File: config.mk
export PLATFORM = sky130hd
export DESIGN_NAME = sadc_port
export DESIGN_NICKNAME = d
export VERILOG_FILES = /design/src/rtl/sadc_port_pkg.sv /design/src/rtl/sadc_port_sync.sv /design/src/rtl/sadc_port_cfg.sv /design/src/rtl/sadc_port_mux.sv /design/src/rtl/sadc_port.sv
export SDC_FILE = /design/constraint.sdc
export NUM_CORES = 1
export LEC_CHECK = 0
export ABC_AREA = 1
export BUFFER_PORTS_ARGS = -buffer_cell sky130_fd_sc_hd__buf_2
export CORE_ASPECT_RATIO = 0.7
export CORE_MARGIN = 2
export CORE_UTILIZATION = 55
export CTS_BUF_LIST = sky130_fd_sc_hd__clkbuf_8
export CTS_CLUSTER_SIZE = 30
export DETAILED_ROUTE_END_ITERATION = 8
export GPL_TIMING_DRIVEN = 0
export PLACE_DENSITY_LB_ADDON = 0.3
export SLEW_MARGIN = 40
export SYNTH_ARGS = -nofsm -noshare
export SYNTH_HDL_FRONTEND = slang
export SYNTH_SLANG_ARGS = --single-unit
File: constraint.sdc
create_clock -name clk -period 2 [get_ports clk]
set_input_delay 0.1 -clock clk [delete_from_list [all_inputs] [get_ports clk]]
set_output_delay 0.1 -clock clk [all_outputs]
set_load 0.1 [all_outputs]
File: src/rtl/sadc_port_pkg.sv
package sadc_port_pkg;

    localparam int LEN_W = 5;

    typedef enum logic [1:0] {
        ST_IDLE  = 2'd0,
        ST_SHIFT = 2'd1,
        ST_DONE  = 2'd2
    } port_state_e;

    // Frame length in SCLK cycles for a two-bit length code.
    function automatic logic [LEN_W-1:0] len_decode(input logic [1:0] code);
        case (code)
            2'b00:   return LEN_W'(8);
            2'b01:   return LEN_W'(10);
            2'b10:   return LEN_W'(12);
            default: return LEN_W'(16);
        endcase
    endfunction

endpackage

File: src/rtl/sadc_port_sync.sv
module sadc_port_sync #(
    parameter int W = 3,
    parameter int STAGES = 2,
    parameter logic [W-1:0] RST_VAL = '0
) (
    input  logic         clk,
    input  logic         rst_n,
    input  logic [W-1:0] async_i,
    output logic [W-1:0] sync_o
);
    logic [W-1:0] stg_q [STAGES];
    logic [W-1:0] stg_d [STAGES];

    generate
        for (genvar s = 0; s < STAGES; s++) begin : g_stage
            if (s == 0) begin : g_first
                assign stg_d[s] = async_i;
            end else begin : g_next
                assign stg_d[s] = stg_q[s-1];
            end
            always_ff @(posedge clk or negedge rst_n) begin
                if (!rst_n) stg_q[s] <= RST_VAL;
                else        stg_q[s] <= stg_d[s];
            end
        end
    endgenerate

    assign sync_o = stg_q[STAGES-1];
endmodule

File: src/rtl/sadc_port_cfg.sv
module sadc_port_cfg
    import sadc_port_pkg::*;
#(
    parameter int WORD_W    = 8,
    parameter int ORDER_POS = 2
) (
    input  logic             clk,
    input  logic             rst_n,
    input  logic             clear,
    input  logic             shift_en,
    input  logic             din,
    output logic             cfg_valid,
    output logic             cfg_msb_first,
    output logic [LEN_W-1:0] cfg_len
);
    localparam int CNT_W = $clog2(WORD_W + 1);

    typedef struct packed {
        logic [WORD_W-1:0] word;
        logic [CNT_W-1:0]  cnt;
    } cfg_regs_t;

    cfg_regs_t q, d;

    always_comb begin
        d = q;
        if (clear) begin
            d.cnt = '0;
        end else if (shift_en && (q.cnt < CNT_W'(WORD_W))) begin
            d.word = {q.word[WORD_W-2:0], din};
            d.cnt  = q.cnt + CNT_W'(1);
        end
    end

    always_ff @(posedge clk or negedge rst_n) begin
        if (!rst_n) q <= '0;
        else        q <= d;
    end

    assign cfg_valid     = (q.cnt == CNT_W'(WORD_W));
    assign cfg_msb_first = q.word[ORDER_POS];
    assign cfg_len       = len_decode(q.word[1:0]);

    // the bit counter never passes the word width
    p_cnt_bound_r2: assert property (@(posedge clk) disable iff (!rst_n)
        q.cnt <= CNT_W'(WORD_W));

    // once the word is complete, later shifts leave it untouched
    p_word_frozen_r2: assert property (@(posedge clk) disable iff (!rst_n)
        (cfg_valid && !clear) |=> $stable(q.word));
endmodule

File: src/rtl/sadc_port_mux.sv
module sadc_port_mux
    import sadc_port_pkg::*;
#(
    parameter int RES_W = 10
) (
    input  logic [RES_W-1:0] res,
    input  logic             msb_first,
    input  logic [LEN_W-1:0] idx,
    output logic             bit_o
);
    always_comb begin
        bit_o = 1'b0;
        for (int k = 0; k < RES_W; k++) begin
            if (int'(idx) == k) begin
                bit_o = msb_first ? res[RES_W-1-k] : res[k];
            end
        end
    end
endmodule

File: src/rtl/sadc_port.sv
module sadc_port
    import sadc_port_pkg::*;
#(
    parameter int RES_W       = 10,
    parameter int SYNC_STAGES = 2,
    parameter int MAX_LEN     = 16
) (
    input  logic             clk,
    input  logic             rst_n,
    input  logic             sclk,
    input  logic             sel_n,
    input  logic             din,
    input  logic             conv_busy,
    input  logic [RES_W-1:0] result,
    output logic             dout,
    output logic             dout_oe
);
    typedef struct packed {
        port_state_e      st;
        logic [LEN_W-1:0] idx;
        logic [RES_W-1:0] res;
        logic             dout;
        logic             oe;
        logic             msb_first;
        logic             sclk_prev;
    } port_regs_t;

    port_regs_t q, d;

    logic [2:0]       sync_vec;
    logic             sclk_s, sel_n_s, din_s;
    logic             rise, fall;
    logic             cfg_valid, cfg_msb_first;
    logic [LEN_W-1:0] cfg_len;
    logic [LEN_W-1:0] mux_idx;
    logic [RES_W-1:0] mux_res;
    logic             mux_bit;
    logic             frame_end;

    sadc_port_sync #(
        .W(3), .STAGES(SYNC_STAGES), .RST_VAL(3'b010)
    ) u_sync (
        .clk(clk), .rst_n(rst_n),
        .async_i({din, sel_n, sclk}),
        .sync_o(sync_vec)
    );

    assign sclk_s  = sync_vec[0];
    assign sel_n_s = sync_vec[1];
    assign din_s   = sync_vec[2];

    assign rise = sclk_s & ~q.sclk_prev;
    assign fall = ~sclk_s & q.sclk_prev;

    sadc_port_cfg #(.WORD_W(8), .ORDER_POS(2)) u_cfg (
        .clk(clk), .rst_n(rst_n),
        .clear(q.st != ST_SHIFT),
        .shift_en(rise && (q.st == ST_SHIFT) && !sel_n_s),
        .din(din_s),
        .cfg_valid(cfg_valid),
        .cfg_msb_first(cfg_msb_first),
        .cfg_len(cfg_len)
    );

    assign mux_idx = (q.st == ST_IDLE) ? '0 : q.idx + LEN_W'(1);
    assign mux_res = (q.st == ST_IDLE) ? result : q.res;

    sadc_port_mux #(.RES_W(RES_W)) u_mux (
        .res(mux_res), .msb_first(q.msb_first),
        .idx(mux_idx), .bit_o(mux_bit)
    );

    assign frame_end = cfg_valid && (q.idx + LEN_W'(1) == cfg_len);

    always_comb begin
        d = q;
        d.sclk_prev = sclk_s;
        case (q.st)
            ST_IDLE: begin
                d.oe   = 1'b0;
                d.dout = 1'b0;
                if (!sel_n_s && !conv_busy) begin
                    d.st   = ST_SHIFT;
                    d.res  = result;
                    d.idx  = '0;
                    d.oe   = 1'b1;
                    d.dout = mux_bit;
                end
            end
            ST_SHIFT: begin
                if (sel_n_s) begin
                    d.st   = ST_IDLE;
                    d.oe   = 1'b0;
                    d.dout = 1'b0;
                end else if (fall) begin
                    if (frame_end) begin
                        d.st        = ST_DONE;
                        d.dout      = 1'b0;
                        d.msb_first = cfg_msb_first;
                    end else if (q.idx < LEN_W'(MAX_LEN - 1)) begin
                        d.idx  = q.idx + LEN_W'(1);
                        d.dout = mux_bit;
                    end
                end
            end
            ST_DONE: begin
                d.dout = 1'b0;
                if (sel_n_s) begin
                    d.st = ST_IDLE;
                    d.oe = 1'b0;
                end
            end
            default: d.st = ST_IDLE;
        endcase
    end

    always_ff @(posedge clk or negedge rst_n) begin
        if (!rst_n) begin
            q           <= '0;
            q.st        <= ST_IDLE;
            q.msb_first <= 1'b1;
        end else begin
            q <= d;
        end
    end

    assign dout    = q.dout;
    assign dout_oe = q.oe;

    // a high select turns the output off on the next cycle
    p_off_when_deselected_r8: assert property (@(posedge clk) disable iff (!rst_n)
        sel_n_s |=> !dout_oe);

    // no enable while a conversion runs from idle
    p_busy_holds_off_r9: assert property (@(posedge clk) disable iff (!rst_n)
        (q.st == ST_IDLE && conv_busy) |=> !dout_oe);

    // the stored order only moves when a frame completes
    p_order_on_completion_r4: assert property (@(posedge clk) disable iff (!rst_n)
        !$stable(q.msb_first) |-> (q.st == ST_DONE && $past(q.st) == ST_SHIFT));

    // a completed frame drives zero
    p_done_low_r7: assert property (@(posedge clk) disable iff (!rst_n)
        (q.st == ST_DONE) |-> !dout);

    // within a frame DOUT moves only after a falling SCLK
    p_dout_on_fall_r7: assert property (@(posedge clk) disable iff (!rst_n)
        (q.st == ST_SHIFT && $past(q.st) == ST_SHIFT && !$stable(dout)) |-> $past(fall));

    // the position index stays inside the longest frame
    p_idx_bound_r5: assert property (@(posedge clk) disable iff (!rst_n)
        (q.st == ST_SHIFT) |-> (q.idx < LEN_W'(MAX_LEN)));
endmodule

==> results_dict.tcl, run 1 <==
set metrics [dict create \
    worstHoldPathType "primary input to flop" \
    final_nets 314 \
    yosys.area.top_type "dfrtp_1" \
    fin_ws_ps -36.4 \
    final_cell_area_sq_mm 0.00255 \
    cts_buffers 5 \
    netlist.area_leader.share_pct 38.8 \
    grt_max_degree 35 \
    outcome "finished with violations" \
    arrival_ps 2220 \
    cts_sinks 34 \
    cts_buffer_depth 2 \
    routedWlPerCell_um 14.7 \
    slew_violations 0 \
    finClkSkew_ps 6.48 \
    wl_met3_um 265 \
    post_dp_cell_area_sq_mm 0.00215 \
    ys_ff_latch 34 \
    period_needed_ps 2040 \
    cp-start-kind "flop" \
    async_flop_share_pct 100 \
    crit_start "q[19]" \
    hold_violations 0 \
    grt_overflow 0 \
    drt_iter0_markers 113 \
    gp_congestion 0.955 \
    whs_ps 53.9 \
    first_pass_iters 6 \
    antenna_found_initial 0 \
    core_sq_mm 0.00351 \
    ctsHtreeMaxLevel 2 \
    post_route_cells_drive_above_1_share_pct 32.9 \
    drc 0 \
    wl_met1_um 2330 \
    yosysSeqAreaShare_pct 42.7 \
    endpoint "dout" \
    worst_pin_slew_ps 498 \
    setup_viol 1 \
    cp_data_required_time_ps 2190 \
    grtUsageTotal_pct 23.2 \
    yosys_warnings 0 \
    cap_violations 0 \
    maxSlewHeadroom_pct 66.8 \
    diodes 0 \
    rsz0062_at_grt "true" \
    synth_area_leaders "dfrtp_1 39%, nand2_1 13%, inv_1 5.4%" \
    dieArea_sq_mm 0.00414 \
    viasPerCell 5.39 \
    port_buffers 17 \
    layout.cells.non_filler 342 \
    rows 18 \
    reg2reg_depth 20 \
    synthCells 251 \
    worstPathCellList "inv_2 -> ha_4 -> inv_6 -> buf_8 -> nand2_1 -> nand2_2 -> nand2_2 -> nand3_2 -> nand3_2 -> nand2_1 -> nand2_1 -> nand2_1 -> nand2_1 -> nand2_1 -> nand2_1 -> nand3_2 -> nand2_1 -> nand2_1 -> nand2_1 -> nand2_1" \
    crit_fanout 7 \
    end_kind "flop" \
    vdd_drop_max_uv 939 \
    fin_tns_setup_ps -36.4 \
    cp_slowest_stage_delay_ps 420 \
    cpMostUsedCell "nand2_1" \
    die_x_um 76.1 \
    r2r_slack_ps -40 \
    p_leak_nw 1.22 \
    dp_cells 318 \
    cts_tree "built" \
    violations "setup timing" \
    pwr_density_cell_mw_per_mm2 1280 \
    initial_utilization_pct 56.9 \
    io_pins 18 \
    clk_latency_ps 290 \
    detailed_place_hpwl_um 3010 \
    route.top_layer_used "met4" \
    die-height_um 54.4 \
    syn-num-nets 274 \
    clkTransAtPathRegs_ps 70 \
    met2_wirelength_um 2300 \
    area_delta_synth_final_pct 27.4 \
    r2r_end "dout" \
    wirelength_um 5010 \
    syn_avg_cell_area_sq_um 7.97 \
    grt_pass1_wl_um 7140 \
    syn-cell-area_sq_mm 0.00200 \
    vias 1845 \
    criticalPathCategory "flop to flop" \
    ant_nets 0 \
    grt_pass1_vias 1515 \
    yosys_most_used_dff "dfrtp_1" \
    fmax_mhz 491 \
    ys_types 32 \
    r2r_start "q[19]" \
    slowest_stage "dfrtp_1" \
    root_buffer "clkbuf_8" \
    synth_edf_count 0 \
    fin_crit_sh_pct 102 \
]
[repair_timing]
action / CTS / global route
hold buffers: 4 / 0
endpoints found under the setup margin: 14 / 17
pin swaps: 1 / 13
setup buffers: 4 / 7
resized for setup: 8 / 35
gates cloned: 0 / 1
hold endpoints to repair: 34 / 0
[flip-flops by register name, summed over array words and instances, names as in the netlist]
register and cells:
q 19, u_cfg.q 6, dout_oe 1, dout 1, u_sync.stg_d 3, u_sync.sync_o 3, u_cfg.cfg_msb_first 1
[layout by cell type, fill, tap and decap left out, types with 4 or more instances in the layout]
master / n
nor2_1: 14
inv_1: 26
o21ai_1: 7
buf_4: 12
ha_1: 5
o21ai_0: 16
mux2_2: 8
nand3_1: 12
nand2_1: 62
dlygate4sd3_1: 4
nand2_2: 10
nor2_2: 4
dfrtp_1: 29
clkbuf_8: 6
buf_2: 16
inv_2: 6
nand3_2: 8
[how the worst min path moves through the flow]
stage | endpoint | cells after the start | from
2_1_floorplan | dout | 0 | rst_n
3_3_place_gp | u_sync.stg_d[1] | 1 | sel_n
3_5_place_dp | u_sync.stg_d[0] | 1 | rst_n
4_1_cts | q[12] | 2 | result[8]
5_1_grt | q[6] | 2 | result[2]
6_report | q[6] | 2 | result[2]
[power breakdown]
part / switching, mW / leakage (nW) / total, mW / internal (mW)
clock network: 0.262 / 0.0472 / 0.539 / 0.277
logic: 1.05 / 0.753 / 1.73 / 0.684
registers: 0.127 / 0.424 / 0.994 / 0.866
total: 1.44 / 1.22 / 3.27 / 1.83
[final cells by class]
cell class	count	area, sq um
plain buffers	5	46.3
clock buffers	6	82.6
clock inverters	2	12.5
fillers	265	966
inverters	35	139
multi-input cells	177	1110
flip-flops and latches	34	857
well taps	50	62.6
repair buffers	33	235
[metal layers]
layer	track usage, %	up-vias
li1	-	899
met1	32.7	867
met2	35.3	64
met3	6.93	15
met4	6.97	0
met5	0	-
[critical path: cells and delay by family (launching register included)]
kind	cells	cell delay, ps
buffers and inverters	3	290
and+or+nand+nor	16	1010
DFF	1	420
adders and majority gates	1	190
[kinds of logic (layout without fill, tap and decap cells)]
group / after synthesis / in the layout / share of synthesized area [%]
adder cells (fa/ha/maj): 7 / 7 / 4.38
buffers and inverters: 40 / 81 / 8.26
XOR/XNOR: 3 / 3 / 1.31
flip-flops: 34 / 34 / 42.7
multiplexers: 9 / 9 / 5.01
AO/OA/AOI/OAI: 41 / 41 / 12.8
AND/OR/NAND/NOR: 117 / 117 / 25.5
[synth_stat cells, types with 2 or more instances]
master     count
ha_1           7
buf_4          2
dfrtp_1       31
o31ai_1        3
inv_2          5
inv_1         29
o21ai_1        7
xor2_1         3
o2111ai_1      2
o21ai_0       16
mux2_2         8
nand3_1       18
a221oi_1       2
nor2_1        19
nand4_1        3
clkbuf_1       2
dfstp_2        3
nand2_1       71
o21bai_1       2
o21a_1         2
nand3_2        2
a21oi_1        4
[per-stage QoR]
stage          utilization, %  worst slack (ps)  total power, mW
5_1_grt                  72.5              -199             3.49
4_1_cts                  66.8              4.92             2.87
2_1_floorplan               -               176             1.95
6_report                 72.5             -36.4             3.27
3_3_place_gp             61.1              -188             2.22
3_5_place_dp             61.1              -175             2.24
Note: power is estimated with default switching activity, not from simulation.
==> run 2, diff against run 1 <==
Settings changed: CELL_PAD_IN_SITES_DETAIL_PLACEMENT set to 0, CELL_PAD_IN_SITES_GLOBAL_PLACEMENT set to 1, CORE_UTILIZATION 55 to 46.
==> run 2 against run 1 <==
Compared with the run above: the run now ends clean; critical path depth is the same; non-clock buffer count down 1; critical endpoint unchanged; clock power up 47%; largest power group unchanged; critical path type unchanged; core utilization is 11 points lower; maximum frequency is 2.6% higher.
==> results_dict.tcl, run 2 (same netlist as run 1, synthesis figures left out) <==
set metrics [dict create \
    r2r_start "q[19]" \
    end_kind "flop" \
    dp_cells 323 \
    finalCoreUtilization_pct 61.4 \
    grt_pass1_vias 1630 \
    viasPerCell 5.18 \
    detailed_place_hpwl_um 3170 \
    period_needed_ps 1980 \
    final_common_cell "nand2_1" \
    hold_violations 0 \
    grtUsageTotal_pct 19.7 \
    pwr_density_cell_mw_per_mm2 1330 \
    layout.cells.non_filler 346 \
    final_cell_mix "59 x nand2_1, 30 x dfrtp_1, 26 x inv_1" \
    crit_start "q[19]" \
    vdd_drop_max_uv 914 \
    first_pass_iters 4 \
    cts_tree "built" \
    setup_viol 0 \
    ctsHtreeMaxLevel 2 \
    outcome "finished, final reports clean" \
    rows 20 \
    routedWlPerCell_um 13.4 \
    initial_utilization_pct 47.0 \
    worstSetupPathDepth 20 \
    cp-start-kind "flop" \
    path_buf_inv 3 \
    io_pins 18 \
    diodes 0 \
    port_buffers 17 \
    final_nets 313 \
    slowest_stage "dfrtp_1" \
    cts_buffer_depth 2 \
    grt_pass1_wl_um 7530 \
    cp_data_required_time_ps 2180 \
    clk_latency_ps 290 \
    multi_input_area_sq_mm 0.00113 \
    criticalPathCategory "flop to flop" \
    cp_top_family "simple AND/OR/NAND/NOR gates" \
    die_x_um 82.8 \
    endpoint "dout" \
    dieArea_sq_mm 0.00490 \
    ff_latch_area_sq_um 856 \
    reg2reg_depth 20 \
    n_fill_cell 400 \
    root_buffer "clkbuf_8" \
    largest_register_ffs 19 \
    die-height_um 59.2 \
    core_sq_mm 0.00425 \
    p_leak_nw 1.26 \
    worstHoldPathType "primary input to flop" \
    finClkSkew_ps 4.05 \
    dp_slack_ps -215 \
    cap_violations 0 \
    gp_congestion 0.887 \
    slew_violations 0 \
    cts_buffers 5 \
    r2r_end "dout" \
    grt_max_degree 35 \
    rsz0062_at_grt "true" \
    antenna_found_initial 0 \
    arrival_ps 2160 \
    wirelength_um 4640 \
    fin_crit_sh_pct 99.2 \
    cp_slowest_stage_delay_ps 420 \
    worstPathCellList "inv_2 -> ha_4 -> inv_6 -> buf_8 -> nand2_2 -> nand2_2 -> nand2_2 -> nand3_2 -> nand3_2 -> nand2_1 -> nand2_1 -> nand2_1 -> nand2_1 -> nand2_1 -> nand2_1 -> nand3_2 -> nand2_1 -> nand2_1 -> nand2_1 -> nand2_1" \
    cts_sinks 34 \
    cpMostUsedCell "nand2_1" \
    regMostFlops "q" \
    vias 1794 \
    drc 0 \
    drt_iter0_markers 126 \
    grt_overflow 0 \
    worst_pin_slew_ps 486 \
    area_delta_synth_final_pct 30.7 \
    fin_ws_ps 16.0 \
    crit_fanout 7 \
    maxSlewHeadroom_pct 67.8 \
    post_route_cells_drive_above_1_share_pct 33.3 \
    r2r_slack_ps 20 \
    top_regs "q x19, u_cfg.q x6" \
    ant_nets 0 \
    fmax_mhz 504 \
    clkTransAtPathRegs_ps 70 \
]
-- run 2: cell type report --
type | instances | share of cell area (%)
Buffer | 5 | 1.82
Timing Repair Buffer | 32 | 8.71
Inverter | 35 | 5.31
Multi-Input combinational cell | 177 | 43.3
Clock buffer | 6 | 3.16
Tap cell | 55 | 2.63
Clock inverter | 2 | 2.30
Sequential cell | 34 | 32.7
-- run 2: metrics by stage --
step	instance area, sq um	total power [mW]	hold slack, ps	TNS, ps
4_1_cts	2400	3.15	46.7	0
2_1_floorplan	2000	1.95	-196	0
5_1_grt	2610	3.73	56.4	-210
3_5_place_dp	2150	2.26	207	-1550
6_report	2610	3.49	54.3	0
3_3_place_gp	2150	2.25	205	-1410
-- run 2: metal layers --
metal	share of wire, %	GRT usage [%]	wire length (um)
met1	53	29.3	2470
met5	0	0	0
met2	42	28.9	1950
met4	1.1	6.32	51
met3	3.7	4.18	173
-- run 2: power breakdown --
group | internal (mW) | switching, mW | total (mW)
Sequential | 0.865 | 0.126 | 0.991
Combinational | 0.687 | 1.02 | 1.71
Clock | 0.532 | 0.260 | 0.791
Total | 2.08 | 1.41 | 3.49
-- run 2: worst min path at each step --
stage          startpoint               to  slack (ps)  depth (start not counted)
3_3_place_gp        sel_n  u_sync.stg_d[1]         210                          1
2_1_floorplan       rst_n             dout        -200                          0
6_report        result[2]             q[6]          50                          2
3_5_place_dp        sel_n  u_sync.stg_d[1]         210                          1
4_1_cts         result[0]             q[4]          50                          2
5_1_grt         result[0]             q[4]          60                          2
-- run 2: repair_timing --
| action | CTS | global route |
|---|---|---|
| gates resized for setup | 7 | 42 |
| hold buffers | 4 | 0 |
| setup buffers | 5 | 5 |
| setup endpoints to repair | 14 | 18 |
| pin swaps | 2 | 14 |
| gates cloned | 0 | 1 |
| hold endpoints to repair | 34 | 0 |
==> run 3, diff against run 2 <==
Settings changed: CORE_UTILIZATION 46 to 45, RECOVER_POWER set to 50, SYNTH_HIERARCHICAL set to 1.
==> run 3 against run 2 <==
Compared with the run above: the run now ends with setup timing left; global-route usage increased by 1.0 points; combinational power rose by 16%; design area increased by 8.7%; clock skew rose by 5.9 ps; setup slack lost 68 ps; worst hold slack better by 9.3 ps; sequential share of layout area fell by 2.6 points; clock-buffer cell count unchanged; critical endpoint unchanged.
==> results_dict.tcl, run 3 <==
set metrics [dict create \
    criticalPathCategory "flop to flop" \
    synthCells 306 \
    core_sq_mm 0.00468 \
    largest_register_ffs 19 \
    maxSlewHeadroom_pct 43.3 \
    post_route_cells_drive_above_1_share_pct 29.9 \
    setup_viol 1 \
    syn_avg_cell_area_sq_um 7.03 \
    gp_congestion 0.863 \
    antenna_found_initial 0 \
    ctsHtreeMaxLevel 2 \
    route.top_layer_used "met4" \
    r2r_start "q[20]" \
    rows 21 \
    final_common_cell "nand2_1" \
    hold_path_depth 3 \
    viasPerCell 5.02 \
    root_buffer "clkbuf_8" \
    syn-cell-area_sq_mm 0.00215 \
    pwr_density_cell_mw_per_mm2 1280 \
    fmax_mhz 487 \
    grt_pass1_vias 1750 \
    wl_met3_um 238 \
    ant_nets 0 \
    first_pass_iters 4 \
    ys_types 32 \
    end_kind "flop" \
    cp_top_family "simple AND/OR/NAND/NOR gates" \
    clk_latency_ps 300 \
    yosysSeqAreaShare_pct 39.7 \
    violations "setup timing" \
    routedWlPerCell_um 12.7 \
    top_regs "q x19, u_cfg/q x6" \
    cp_data_required_time_ps 2240 \
    power.total_mw 3.62 \
    io_pins 18 \
    cp_slowest_stage_delay_ps 360 \
    area_delta_synth_final_pct 32.1 \
    vdd_drop_max_uv 722 \
    cts_buffer_depth 2 \
    dieArea_sq_mm 0.00536 \
    r2r_end "dout" \
    wl_met1_um 2840 \
    reg2reg_depth 17 \
    worstSetupPathDepth 17 \
    fin_crit_sh_pct 103 \
    netlist.area_leader.share_pct 36.1 \
    yosys_most_used_dff "dfrtp_1" \
    final_cell_mix "90 x nand2_1, 32 x inv_1, 29 x dfrtp_1" \
    cap_violations 0 \
    die-height_um 61.8 \
    post_dp_cell_area_sq_mm 0.00231 \
    p_leak_nw 1.35 \
    outcome "finished with violations" \
    diodes 0 \
    vias 2048 \
    synth_area_leaders "dfrtp_1 36%, nand2_1 18%, inv_1 6.6%" \
    cts_sinks 34 \
    final_nets 373 \
    layout.cells.non_filler 408 \
    async_flop_share_pct 100 \
    grtUsageTotal_pct 20.7 \
    hold_end "q[8]" \
    cts_tree "built" \
    die_x_um 86.6 \
    fin_ws_ps -51.9 \
    port_buffers 17 \
    rsz0062_at_grt "true" \
    arrival_ps 2290 \
    finClkSkew_ps 9.99 \
    final_cell_area_sq_mm 0.00284 \
    fin_tns_setup_ps -51.9 \
    cp-start-kind "flop" \
    met2_wirelength_um 2030 \
    crit_fanout 6 \
    path_buf_inv 4 \
    grt_overflow 0 \
    synth_edf_count 0 \
    detailed_place_hpwl_um 3490 \
    hold_violations 0 \
    finalCoreUtilization_pct 60.7 \
    slew_violations 0 \
    worst_pin_slew_ps 851 \
    wirelength_um 5200 \
    regMostFlops "q" \
    yosys.area.top_type "dfrtp_1" \
    r2r_slack_ps -50 \
    syn-num-nets 329 \
    synthTopCellsByCount "101 x nand2_1, 38 x inv_1, 31 x dfrtp_1" \
    slowest_stage "dfrtp_1" \
    grt_max_degree 35 \
    period_needed_ps 2050 \
    initial_utilization_pct 46.0 \
    min-delay-start "result[4]" \
    yosysMostFrequentCell "nand2_1" \
    clkTransAtPathRegs_ps 80 \
    worstPathCellList "inv_2 -> ha_4 -> buf_12 -> buf_4 -> o21ai_0 -> nand2_1 -> nand2_2 -> nand3_2 -> nand3_2 -> nor2_1 -> nand4_1 -> nand2_1 -> nand3_1 -> inv_1 -> nor2_1 -> nand2_1 -> nand2_1" \
    cts_buffers 5 \
    drc 0 \
    cpMostUsedCell "nand2_1" \
    drt_iter0_markers 97 \
    worstHoldPathType "primary input to flop" \
    grt_pass1_wl_um 8250 \
    dp_cells 380 \
    yosys_warnings 6 \
    ys_ff_latch 34 \
]
-- run 3: per-layer routing --
| metal | vias to the layer above | track usage [%] |
|---|---|---|
| met5 | - | 0 |
| met4 | 0 | 6.92 |
| met3 | 9 | 6.74 |
| met2 | 33 | 27.0 |
| met1 | 941 | 31.6 |
| li1 | 1065 | - |
-- run 3: final cells by class --
type,count,area (sq um)
clock inverters,2,33.8
clock buffers,6,82.6
repair inverters,1,8.76
repair buffers,35,249
plain buffers,7,82.6
flip-flops and latches,34,857
well taps,57,71.3
multi-input cells,222,1280
fillers,458,1840
inverters,44,178
-- run 3: power breakdown --
part           internal, mW  switching [mW]
sequential            0.847           0.118
clock                 0.401           0.268
combinational         0.805            1.19
-- run 3: worst register-to-register path: stages, from the launching register on --
cell and delay [ps]:
dfrtp_1 360, inv_2 60, ha_4 160, buf_12 140
buf_4 140, o21ai_0 280, nand2_1 120, nand2_2 100
nand3_2 70, nand3_2 70, nor2_1 40, nand4_1 100
nand2_1 60, nand3_1 60, inv_1 40, nor2_1 80
nand2_1 50, nand2_1 60
-- run 3: timing repair --
action / in CTS / in global routing
endpoints found under the hold margin: 34 / 0
cloned: 2 / 1
setup endpoints to repair: 1 / 15
hold buffers: 4 / 0
pin swaps: 11 / 20
buffers inserted: 10 / 3
gates resized for setup: 40 / 31
-- run 3: how the worst max path moves through the flow --
stage	startpoint	to	slack, ps
final	q[20]	dout	-50
after global routing	q[20]	dout	-240
after CTS	q[20]	dout	-20
after detailed placement	q[19]	dout	-450
after global placement	q[19]	dout	-380
after floorplan	q[19]	dout	3
-- run 3: kinds of logic after synthesis --
logic type | count (synthesis) | synth area share, %
buffers and inverters | 51 | 9.83
adders and majority gates | 7 | 4.07
DFF | 34 | 39.7
other | 1 | 0.174
and+or+nand+nor | 170 | 34.4
AOI/OAI and AO/OA | 43 | 11.8
-- run 3: per-stage QoR --
| stage | hold slack [ps] | setup slack [ps] |
|---|---|---|
| 2_1_floorplan | -196 | 3.21 |
| 3_3_place_gp | 205 | -376 |
| 3_5_place_dp | 206 | -449 |
| 4_1_cts | 59.3 | -23.4 |
| 5_1_grt | 93.2 | -237 |
| 6_report | 63.6 | -51.9 |
